$ cat src/rtl/rsf_pkg.sv
package rsf_pkg;
    localparam int REG_W      = 8;
    localparam int BIT_TICK   = 7;
    localparam int BIT_POR    = 6;
    localparam int BIT_LVR    = 5;
    localparam int BIT_LOCKIF = 4;
    localparam int BIT_LOCK   = 3;
    localparam int BIT_ILA    = 2;
    localparam int BIT_OSCIF  = 1;
    localparam int BIT_OSCUP  = 0;

    localparam int N_EVT   = 3;   // tick, lock change, osc change
    localparam int N_CAUSE = 3;   // por, lvr, ila

    typedef enum logic [1:0] {
        ST_POWER_UP = 2'd0,
        ST_SYS_HOLD = 2'd1,
        ST_ACTIVE   = 2'd2
    } dom_state_t;
endpackage

$ cat src/rtl/rsf_domain_fsm.sv
module rsf_domain_fsm
    import rsf_pkg::*;
(
    input  logic clk,
    input  logic por_n,
    input  logic sys_rst,
    output logic accept
);
    dom_state_t state_q, state_d;

    always_ff @(posedge clk or negedge por_n) begin
        if (!por_n) state_q <= ST_POWER_UP;
        else        state_q <= state_d;
    end

    always_comb begin
        state_d = state_q;
        unique case (state_q)
            ST_POWER_UP: state_d = sys_rst ? ST_SYS_HOLD : ST_ACTIVE;
            ST_ACTIVE:   if (sys_rst) state_d = ST_SYS_HOLD;
            ST_SYS_HOLD: if (!sys_rst) state_d = ST_ACTIVE;
            default:     state_d = ST_POWER_UP;
        endcase
    end

    always_comb begin
        accept = (state_q == ST_ACTIVE) && !sys_rst;
    end
endmodule

$ cat src/rtl/rsf_level_watch.sv
module rsf_level_watch #(
    parameter int N = 2
) (
    input  logic         clk,
    input  logic         por_n,
    input  logic [N-1:0] lvl_i,
    output logic [N-1:0] chg_o
);
    logic [N-1:0] prev_q;

    // The previous level is tracked in every state, also under system reset,
    // so that release never sees a stale level.
    always_ff @(posedge clk or negedge por_n) begin
        if (!por_n) prev_q <= '0;
        else        prev_q <= lvl_i;
    end

    assign chg_o = lvl_i ^ prev_q;
endmodule

$ cat src/rtl/rsf_event_flags.sv
module rsf_event_flags #(
    parameter int N = 3
) (
    input  logic         clk,
    input  logic         por_n,
    input  logic         sys_rst,
    input  logic         accept,
    input  logic [N-1:0] set_i,
    input  logic [N-1:0] clr_i,
    output logic [N-1:0] flag_o
);
    for (genvar g = 0; g < N; g++) begin : g_flag
        always_ff @(posedge clk or negedge por_n) begin
            if (!por_n)                      flag_o[g] <= 1'b0;
            else if (sys_rst)                flag_o[g] <= 1'b0;
            else if (accept && set_i[g])     flag_o[g] <= 1'b1;
            else if (clr_i[g])               flag_o[g] <= 1'b0;
        end
    end
endmodule

$ cat src/rtl/rsf_cause_flags.sv
module rsf_cause_flags #(
    parameter int                N       = 3,
    parameter logic [N-1:0]      PON_VAL = '0
) (
    input  logic         clk,
    input  logic         por_n,
    input  logic [N-1:0] set_i,
    input  logic [N-1:0] clr_i,
    output logic [N-1:0] flag_o
);
    // Only power-on reset initialises these; system reset does not touch them.
    for (genvar g = 0; g < N; g++) begin : g_cause
        always_ff @(posedge clk or negedge por_n) begin
            if (!por_n)         flag_o[g] <= PON_VAL[g];
            else if (set_i[g])  flag_o[g] <= 1'b1;
            else if (clr_i[g])  flag_o[g] <= 1'b0;
        end
    end
endmodule

$ cat src/rtl/rsf_status_reg.sv
module rsf_status_reg
    import rsf_pkg::*;
#(
    parameter int                ADDR_W   = 8,
    parameter logic [ADDR_W-1:0] REG_ADDR = ADDR_W'(28)
) (
    input  logic              clk,
    input  logic              por_n,
    input  logic              sys_rst,
    input  logic [ADDR_W-1:0] bus_addr,
    input  logic              bus_we,
    input  logic [REG_W-1:0]  bus_wdata,
    output logic [REG_W-1:0]  bus_rdata,
    input  logic              tick_evt,
    input  logic              lvr_evt,
    input  logic              ila_evt,
    input  logic              pll_locked,
    input  logic              osc_up,
    input  logic              tick_ie,
    output logic              tick_irq
);
    logic               dom_accept;
    logic               addr_hit;
    logic               wr_hit;
    logic [REG_W-1:0]   clr_mask;
    logic [1:0]         lvl_chg;
    logic [N_EVT-1:0]   evt_set, evt_clr, evt_flag;
    logic [N_CAUSE-1:0] cause_set, cause_clr, cause_flag;
    logic               flag_tick, flag_lockif, flag_oscif;
    logic               flag_por, flag_lvr, flag_ila;
    logic [REG_W-1:0]   reg_val;

    rsf_domain_fsm u_dom (
        .clk     (clk),
        .por_n   (por_n),
        .sys_rst (sys_rst),
        .accept  (dom_accept)
    );

    rsf_level_watch #(.N(2)) u_watch (
        .clk   (clk),
        .por_n (por_n),
        .lvl_i ({pll_locked, osc_up}),
        .chg_o (lvl_chg)
    );

    assign addr_hit = (bus_addr == REG_ADDR);
    assign wr_hit   = bus_we && addr_hit && dom_accept;
    assign clr_mask = bus_wdata & {REG_W{wr_hit}};

    // Event flag order: [2] tick, [1] lock change, [0] osc change
    assign evt_set = {tick_evt, lvl_chg[1], lvl_chg[0]};
    assign evt_clr = {clr_mask[BIT_TICK], clr_mask[BIT_LOCKIF], clr_mask[BIT_OSCIF]};

    rsf_event_flags #(.N(N_EVT)) u_evt (
        .clk     (clk),
        .por_n   (por_n),
        .sys_rst (sys_rst),
        .accept  (dom_accept),
        .set_i   (evt_set),
        .clr_i   (evt_clr),
        .flag_o  (evt_flag)
    );

    // Cause flag order: [2] por, [1] lvr, [0] ila
    assign cause_set = {1'b0, lvr_evt, ila_evt};
    assign cause_clr = {clr_mask[BIT_POR], clr_mask[BIT_LVR], clr_mask[BIT_ILA]};

    rsf_cause_flags #(.N(N_CAUSE), .PON_VAL(3'b110)) u_cause (
        .clk    (clk),
        .por_n  (por_n),
        .set_i  (cause_set),
        .clr_i  (cause_clr),
        .flag_o (cause_flag)
    );

    assign flag_tick   = evt_flag[2];
    assign flag_lockif = evt_flag[1];
    assign flag_oscif  = evt_flag[0];
    assign flag_por    = cause_flag[2];
    assign flag_lvr    = cause_flag[1];
    assign flag_ila    = cause_flag[0];

    always_comb begin
        reg_val             = '0;
        reg_val[BIT_TICK]   = flag_tick;
        reg_val[BIT_POR]    = flag_por;
        reg_val[BIT_LVR]    = flag_lvr;
        reg_val[BIT_LOCKIF] = flag_lockif;
        reg_val[BIT_LOCK]   = pll_locked;
        reg_val[BIT_ILA]    = flag_ila;
        reg_val[BIT_OSCIF]  = flag_oscif;
        reg_val[BIT_OSCUP]  = osc_up;
    end

    assign bus_rdata = addr_hit ? reg_val : '0;
    assign tick_irq  = flag_tick && tick_ie;
endmodule

$ cat config.mk
export PLATFORM = sky130hd
export DESIGN_NAME = rsf_status_reg
export DESIGN_NICKNAME = d
export VERILOG_FILES = /design/src/rtl/rsf_pkg.sv /design/src/rtl/rsf_domain_fsm.sv /design/src/rtl/rsf_level_watch.sv /design/src/rtl/rsf_event_flags.sv /design/src/rtl/rsf_cause_flags.sv /design/src/rtl/rsf_status_reg.sv
export SDC_FILE = /design/constraint.sdc
export NUM_CORES = 1
export LEC_CHECK = 0
export BUFFER_PORTS_ARGS = -buffer_cell sky130_fd_sc_hd__buf_2
export CAP_MARGIN = 20
export CORE_MARGIN = 2
export CORE_UTILIZATION = 43
export CTS_BUF_LIST = sky130_fd_sc_hd__clkbuf_16
export CTS_CLUSTER_DIAMETER = 200
export DETAILED_ROUTE_END_ITERATION = 12
export GPL_TIMING_DRIVEN = 0
export PLACE_DENSITY = 0.84
export SLEW_MARGIN = 20
export SYNTH_ARGS = -nofsm -noshare
export SYNTH_HDL_FRONTEND = slang
export SYNTH_HIERARCHICAL = 1
export SYNTH_SLANG_ARGS = --single-unit
$ cat constraint.sdc
create_clock -name clk -period 4.4 [get_ports clk]
set_input_delay 0.88 -clock clk [delete_from_list [all_inputs] [get_ports clk]]
set_output_delay 0.88 -clock clk [all_outputs]
set_load 0.005 [all_outputs]
# Yosys cells after proc, flatten, opt, wreduce, memory -nomap -nowiden
# Cells that the tools add are included.
[op_classes]
eq_ne = 5
n_mux = 18
n_bitwise = 2
n_reduce_logical = 15
[op_table]
columns = ["op", "count"]
rows = [
  ["$mux W1", 13],
  ["$reduce_bool A3 Y1", 3],
  ["$and A8 B8 Y8", 1],
  ["$eq A8 B5 Y1 const B", 1],
  ["$mux W8", 1],
  ["$logic_and A1 B1 Y1", 7],
  ["$mux W2", 3],
  ["$pmux W2 S3", 1],
  ["$ne A2 B2 Y1 const B", 2],
  ["$reduce_bool A2 Y1", 2],
  ["$eq A2 B1 Y1 const B", 1],
  ["$eq A2 B2 Y1 const B", 1],
  ["$logic_not A2 Y1", 1],
  ["$reduce_and A2 Y1", 1],
  ["$xor A2 B2 Y2", 1],
  ["$logic_not A1 Y1", 1],
]
[word_totals]
register_bits = 10
input_bits = 26
out_inout_bits = 9
wordCells = 48

# Longest topological paths before layout
# Gate-level depths: netlist of the first run.
[logic_depth]
depth_word = 7
depth_mapped = 6
depth_no_buf = 5

# By module
# Netlist of the first run, hierarchy kept.
[by_module_without_submodules]
columns = ["module", "n_inst", "cells_each", "area_per_inst_um2", "seq_area_each_um2"]
rows = [
  ["rsf_status_reg", 1, 35, 191.4, 0.0],
  ["rsf_event_flags", 1, 12, 120.1, 75.1],
  ["rsf_cause_flags", 1, 9, 111.4, 77.6],
  ["rsf_domain_fsm", 1, 5, 78.8, 50.0],
  ["rsf_level_watch", 1, 4, 67.6, 50.0],
]

# Worst setup path before layout of the first run
# Ideal clock, no wire load.
[synth_timing]
path_kind = "input -> output"
from = "input port bus_addr[1]"
to = "output port bus_rdata[0]"
t_arrival_ps = 1825
path_slack_ps = 1695
path_stages = 4
cell_sequence = "or4b_1 -> buf_2 -> buf_6 -> nor3_1"
[synth_between]
elab_chain_cells = 2
[synth_rtl]
columns = ["element", "line_no", "source"]
rows = [
  ["start: declaration", "rsf_status_reg.sv:10", "input logic [ADDR_W-1:0] bus_addr,"],
  ["$eq A8 B5 Y1", "rsf_status_reg.sv:47", "assign addr_hit = (bus_addr == REG_ADDR);"],
  ["$mux W8", "rsf_status_reg.sv:96", "assign bus_rdata = addr_hit ? reg_val : '0;"],
  ["end: declaration", "rsf_status_reg.sv:13", "output logic [REG_W-1:0] bus_rdata,"],
]
# No other way between the ends.

# Worst setup path after layout of the first run
[layout_timing]
from = "input port bus_addr[1]"
to = "output port bus_rdata[3]"
# Same word-level chain as after synthesis.

==> results.sh, run 1 <==
export IMPL_status="finished clean"
export IMPL_synth_compound_area_share_pct=9.45
export IMPL_grt_pass1_wl_mm=1.97
export IMPL_clock_sinks=10
export IMPL_fin_total_pwr_mw=0.283
export IMPL_dp_hpwl_um=980
export IMPL_finalHoldViolations=0
export IMPL_start_util_pct=44.9
export IMPL_nets=128
export IMPL_worst_pin_slew_ns=0.537
export IMPL_wl_per_cell_um=11.4
export IMPL_synth_area_per_cell_sq_um=8.76
export IMPL_fp_dieArea_sq_mm=0.00163
export IMPL_synth_fp_nets=91
export IMPL_place_area_sq_um=748
export IMPL_leakage_nw=0.403
export IMPL_ys_ff_latch=10
export IMPL_clock_skew_ns=0.00347
export IMPL_setup_viol=0
export IMPL_vias_per_cell=4.99
export IMPL_crit_end="bus_rdata[3]"
export IMPL_maxCapViolations=0
export IMPL_max_slew_margin_rel_pct=64.0
export IMPL_hold_buffers=0
export IMPL_synthTopCellsByCount="nor3_1 (12), inv_1 (11), dfrtp_1 (8)"
export IMPL_ys_flop_type="dfrtp_1"
export IMPL_core_area_sq_mm=0.00127
export IMPL_drive_above_1_share_pct=42.6
export IMPL_yosysMostFrequentCell="nor3_1"
export IMPL_grt_ovfl_total=0
export IMPL_cp_data_arrival_time_ns=2.06
export IMPL_die_w_um=40.4
export IMPL_critical_path_peak_fanout=10
export IMPL_setup_tns_ns=0
export IMPL_cts_setup_buffers=0
export IMPL_yosys_area_share_xor_xnor_pct=3.08
export IMPL_clock_latency_ns=0.24
export IMPL_track_usage_pct=18.5
export IMPL_gr_usage_met2_pct=34.5
export IMPL_ys_types=20
export IMPL_cts_tree="built"
export IMPL_ir_drop_mv=0.237
export IMPL_htreeDepth=1
export IMPL_busiest_layer="met2"
export IMPL_yosysSeqAreaShare_pct=44.4
export IMPL_use_met3_pct=3.89
export IMPL_start_kind="input pin"
export IMPL_first_pass_iters=4
export IMPL_cp_required_ns=3.52
export IMPL_rr_worst_depth=5
export IMPL_ioPinCount=35
export IMPL_n_antenna_cell=0
export IMPL_synth_cells=65
export IMPL_hp_class="reg2reg"
export IMPL_r2r_end="u_cause/flag_o[0]"
export IMPL_synthArstFlopShare_pct=100
export IMPL_stdcell_area_sq_um=827
export IMPL_finalWirelength_mm=1.33
export IMPL_rsz0062_at_grt="false"
export IMPL_yosysTopAreaCellShare_pct=35.2
export IMPL_finalWorstSetupSlack_ns=1.46
export IMPL_rows=13
export IMPL_area_delta_synth_final_pct=45.3
export IMPL_path_class="in2out"
export IMPL_yosys_area_top_type="dfrtp_1"
export IMPL_ant_nets=0
export IMPL_post_place_ws_ns=1.45
export IMPL_place_gp_congestion=0.740
export IMPL_dp_cells=112
export IMPL_yosysWarnings=6
export IMPL_cts_buffer_depth=2
export IMPL_min_path_cells=1
export IMPL_die_y_um=40.4
export IMPL_use_met1_pct=19.8
export IMPL_yosys_top_cells_area="dfrtp_1 (35%), nor3_1 (11%), dfstp_2 (9.2%)"
export IMPL_p_per_area_mw_per_mm2=342
export IMPL_grt_max_degree=11
export IMPL_synth_edff_count=0
export IMPL_route_detailed_drc=0
export IMPL_cp_end_kind="output pin"
export IMPL_synth_top_family_by_area="simple AND/OR/NAND/NOR gates"
export IMPL_grt_pass1_vias=509
export IMPL_fin_crit_sh_pct=66.8
export IMPL_clockRootBuffer="clkbuf_16"
export IMPL_antenna_found_initial=0
export IMPL_cts_made_buffers=3
export IMPL_yosys_area_share_adder_pct=0
export IMPL_r2r_slack_ns=2.86
export IMPL_startpoint="bus_addr[1]"
export IMPL_clkSlewWorstSetupHoldPaths_ns=0.04
export IMPL_drt_iter0_drc=8
export IMPL_drv_slew=0
export IMPL_finalNonFillerCells=116
export IMPL_r2r_start="u_dom/state_q[0]"
export IMPL_via_count=579
export IMPL_netlist_area_sq_um=569
export IMPL_synthMuxAreaShare_pct=0
export IMPL_clock_fmax_mhz=340
export IMPL_period_minus_slack_ns=2.94
export IMPL_yosys_area_share_simple_pct=31.6
export IMPL_port_buffers=32
export IMPL_cts_resized=0
==> area by class of cell <==
type	count	area (sq um)
flip-flops and latches	10	253
clock buffers	3	75.1
repair buffers	32	160
inverters	11	41.3
well taps	15	18.8
multi-input cells	41	255
plain buffers	3	20.0
clock inverters	1	3.75
fillers	106	442
==> stage by stage <==
step                util, %  hold slack (ns)
floorplan                 -            0.446
global placement       59.0            0.457
detailed placement     59.0            0.470
CTS                    65.2            0.488
global route           65.2            0.496
finish                 65.2            0.481
==> critical path, stage by stage <==
cell and delay, ns:
buf_2 0.09, or4b_1 0.49, buf_2 0.16, buf_6 0.14
nor3_1 0.14, buf_2 0.15
==> kinds of logic after synthesis <==
family / count (synthesis)
xor+xnor: 2
simple gates: 30
other cells: 1
buf+inv: 14
flops: 10
compound gates: 8
==> where the power goes <==
part	switching, mW	internal [mW]	leakage, nW
Clock	0.0413	0.119	0.0423
Combinational	0.0125	0.0122	0.242
Sequential	0.00233	0.0959	0.118
Total	0.0560	0.227	0.403
==> routing by layer <==
| layer | routed length (um) | share of wire (%) | up-vias |
|---|---|---|---|
| li1 | - | - | 286 |
| met1 | 480 | 36 | 265 |
| met2 | 710 | 53 | 26 |
| met3 | 122 | 9.2 | 2 |
| met4 | 14 | 1.1 | 0 |
| met5 | 0 | 0 | - |
==> how the worst min path moves through the flow <==
| stage | from | end | slack (ns) |
|---|---|---|---|
| 5_1_grt | u_dom/state_q[1] | u_dom/state_q[0] | 0.50 |
| 6_report | u_dom/state_q[1] | u_dom/state_q[0] | 0.48 |
| 3_5_place_dp | u_dom/state_q[1] | u_dom/state_q[0] | 0.47 |
| 4_1_cts | u_cause/flag_o[0] | u_cause/flag_o[0] | 0.49 |
| 3_3_place_gp | u_dom/state_q[1] | u_dom/state_q[0] | 0.46 |
| 2_1_floorplan | u_dom/state_q[1] | u_dom/state_q[0] | 0.45 |
==> layout by cell type, fill, tap and decap left out, drive strengths merged <==
| master | Yosys | layout |
|---|---|---|
| or4b | 1 | 1 |
| nand3 | 6 | 6 |
| clkbuf | 1 | 4 |
| nand2b | 3 | 3 |
| nor3 | 14 | 14 |
| dfstp | 2 | 2 |
| inv | 11 | 12 |
| and2 | 1 | 1 |
| xor2 | 2 | 2 |
| conb | 1 | 1 |
| a21boi | 1 | 1 |
| a21o | 3 | 3 |
| a21oi | 4 | 4 |
| buf | 2 | 34 |
| nand4bb | 1 | 1 |
| dfrtp | 8 | 8 |
| nor3b | 1 | 1 |
| nand2 | 3 | 3 |
==> state kept, by name (all words and copies together), names as in the netlist <==
register,count
u_dom/state_q,2
u_watch/prev_q,2
u_cause/flag_o,3
u_evt/flag_o,3
Power figures use the tool's default switching activity.
==> inputs of run 2 (changes only) <==
--- a/config.mk
+++ b/config.mk
@@ -8,12 +8,12 @@
 export BUFFER_PORTS_ARGS = -buffer_cell sky130_fd_sc_hd__buf_2
 export CAP_MARGIN = 20
 export CORE_MARGIN = 2
-export CORE_UTILIZATION = 43
+export CORE_UTILIZATION = 40
 export CTS_BUF_LIST = sky130_fd_sc_hd__clkbuf_16
 export CTS_CLUSTER_DIAMETER = 200
 export DETAILED_ROUTE_END_ITERATION = 12
 export GPL_TIMING_DRIVEN = 0
-export PLACE_DENSITY = 0.84
+export PLACE_DENSITY = 0.79
 export SLEW_MARGIN = 20
 export SYNTH_ARGS = -nofsm -noshare
 export SYNTH_HDL_FRONTEND = slang
==> constraint.sdc (replaced) <==
create_clock -name clk -period 2.82 [get_ports clk]
set_input_delay 0.564 -clock clk [delete_from_list [all_inputs] [get_ports clk]]
set_output_delay 0.564 -clock clk [all_outputs]
set_load 0.005 [all_outputs]
==> results.sh, run 2 (synthesis gave the netlist of run 1 again) <==
export IMPL_status="finished clean"
export IMPL_critical_path_peak_fanout=10
export IMPL_max_slew_margin_rel_pct=65.1
export IMPL_cts_tree="built"
export IMPL_grt_max_degree=11
export IMPL_track_usage_pct=18.0
export IMPL_maxCapViolations=0
export IMPL_post_place_ws_ns=0.494
export IMPL_cp_data_arrival_time_ns=1.84
export IMPL_fp_dieArea_sq_mm=0.00174
export IMPL_crit_path_frequent_cell="buf_2"
export IMPL_cpPeakStageDelay_ns=0.52
export IMPL_nets=128
export IMPL_p_per_area_mw_per_mm2=532
export IMPL_area_delta_synth_final_pct=45.3
export IMPL_htreeDepth=1
export IMPL_antenna_found_initial=0
export IMPL_cts_setup_buffers=0
export IMPL_ioPinCount=35
export IMPL_top_regs="u_cause/flag_o x3, u_evt/flag_o x3"
export IMPL_hold_buffers=0
export IMPL_clockRootBuffer="clkbuf_16"
export IMPL_mostFrequentLayoutCells="buf_2 (33), nor3_1 (12), inv_1 (12)"
export IMPL_finalWorstSetupSlack_ns=0.416
export IMPL_worst_pin_slew_ns=0.522
export IMPL_clock_sinks=10
export IMPL_path_class="in2out"
export IMPL_critPathBufInv=4
export IMPL_die_w_um=41.7
export IMPL_hp_class="in2async"
export IMPL_rows=13
export IMPL_setup_tns_ns=0
export IMPL_drt_iter0_drc=8
export IMPL_path_delay_family="simple AND/OR/NAND/NOR gates"
export IMPL_setup_viol=0
export IMPL_cts_resized=0
export IMPL_start_kind="input pin"
export IMPL_slowest_stage="or4b_1"
export IMPL_finalWirelength_mm=1.42
export IMPL_final_common_cell="buf_2"
export IMPL_finalHoldViolations=0
export IMPL_path_cells="buf_2 -> or4b_1 -> buf_2 -> buf_6 -> nor3_1 -> buf_2"
export IMPL_cts_made_buffers=3
export IMPL_place_gp_congestion=0.803
export IMPL_n_antenna_cell=0
export IMPL_fin_crit_sh_pct=85.3
export IMPL_ant_nets=0
export IMPL_clock_skew_ns=0.00726
export IMPL_route_detailed_drc=0
export IMPL_grt_pass1_wl_mm=2.35
export IMPL_port_buffers=32
export IMPL_drv_slew=0
export IMPL_ir_drop_mv=0.384
export IMPL_clkSlewWorstSetupHoldPaths_ns=0.04
export IMPL_cts_buffer_depth=2
export IMPL_rsz0062_at_grt="false"
export IMPL_start_util_pct=43.2
export IMPL_grt_ovfl_total=0
export IMPL_die_y_um=41.7
export IMPL_leakage_nw=0.403
export IMPL_cp_end_kind="output pin"
export IMPL_via_count=579
export IMPL_first_pass_iters=4
export IMPL_clock_fmax_mhz=416
export IMPL_vias_per_cell=4.99
export IMPL_drive_above_1_share_pct=42.6
export IMPL_core_area_sq_mm=0.00132
export IMPL_cp_required_ns=2.26
export IMPL_dp_hpwl_mm=1.06
export IMPL_period_minus_slack_ns=2.40
export IMPL_grt_pass1_vias=568
export IMPL_wl_per_cell_um=12.2
export IMPL_clock_latency_ns=0.24
==> run 2: cell counts in the layout (fill, tap and decap cells not counted) <==
Identical to the previous run, type by type.
==> run 2: worst paths after layout <==
| check | startpoint | to | slack [ns] | cells past startpoint |
|---|---|---|---|---|
| setup / recovery | bus_addr[1] | bus_rdata[5] | 0.42 | 6 |
| hold / removal | por_n | u_dom/state_q[0] | 0.18 | 1 |
| setup reg to reg | u_dom/state_q[0] | u_cause/flag_o[0] | 1.29 | 5 |
| hold reg to reg | u_dom/state_q[1] | u_dom/state_q[0] | 0.48 | 1 |
| max in group asynchronous | por_n | u_cause/flag_o[2] | 2.38 | 1 |
| min in group clk | u_dom/state_q[1] | u_dom/state_q[0] | 0.48 | 1 |
==> run 2: layout make-up <==
cell class / count / area [sq um]
Inverter: 11 / 41.3
Clock buffer: 3 / 75.1
Buffer: 3 / 20.0
Tap cell: 15 / 18.8
Multi-Input combinational cell: 41 / 255
Fill cell: 119 / 490
Sequential cell: 10 / 253
Clock inverter: 1 / 3.75
Timing Repair Buffer: 32 / 160
==> run 2: report_power, final <==
group,internal [mW],switching (mW),total (mW)
clock network,0.185,0.0625,0.248
registers,0.150,0.00372,0.153
logic,0.0191,0.0194,0.0385
total,0.354,0.0856,0.440
==> run 2: through the flow <==
stage	cells	instance area (sq um)	hold slack (ns)	utilization [%]	total power [mW]
after floorplan	65	569	0.268	-	0.169
after global placement	112	748	0.433	56.8	0.192
after detailed placement	112	748	0.435	56.8	0.194
after CTS	116	827	0.186	62.8	0.443
after global routing	116	827	0.194	62.8	0.457
final	116	827	0.179	62.8	0.440
==> run 2: routing by layer <==
| layer | part of all wire (%) | global-route usage [%] | up-vias |
|---|---|---|---|
| met1 | 36 | 19.2 | 263 |
| met3 | 8.4 | 7.39 | 2 |
| met5 | 0 | 0 | - |
| li1 | - | - | 285 |
| met4 | 0.28 | 3.87 | 0 |
| met2 | 56 | 32.8 | 29 |
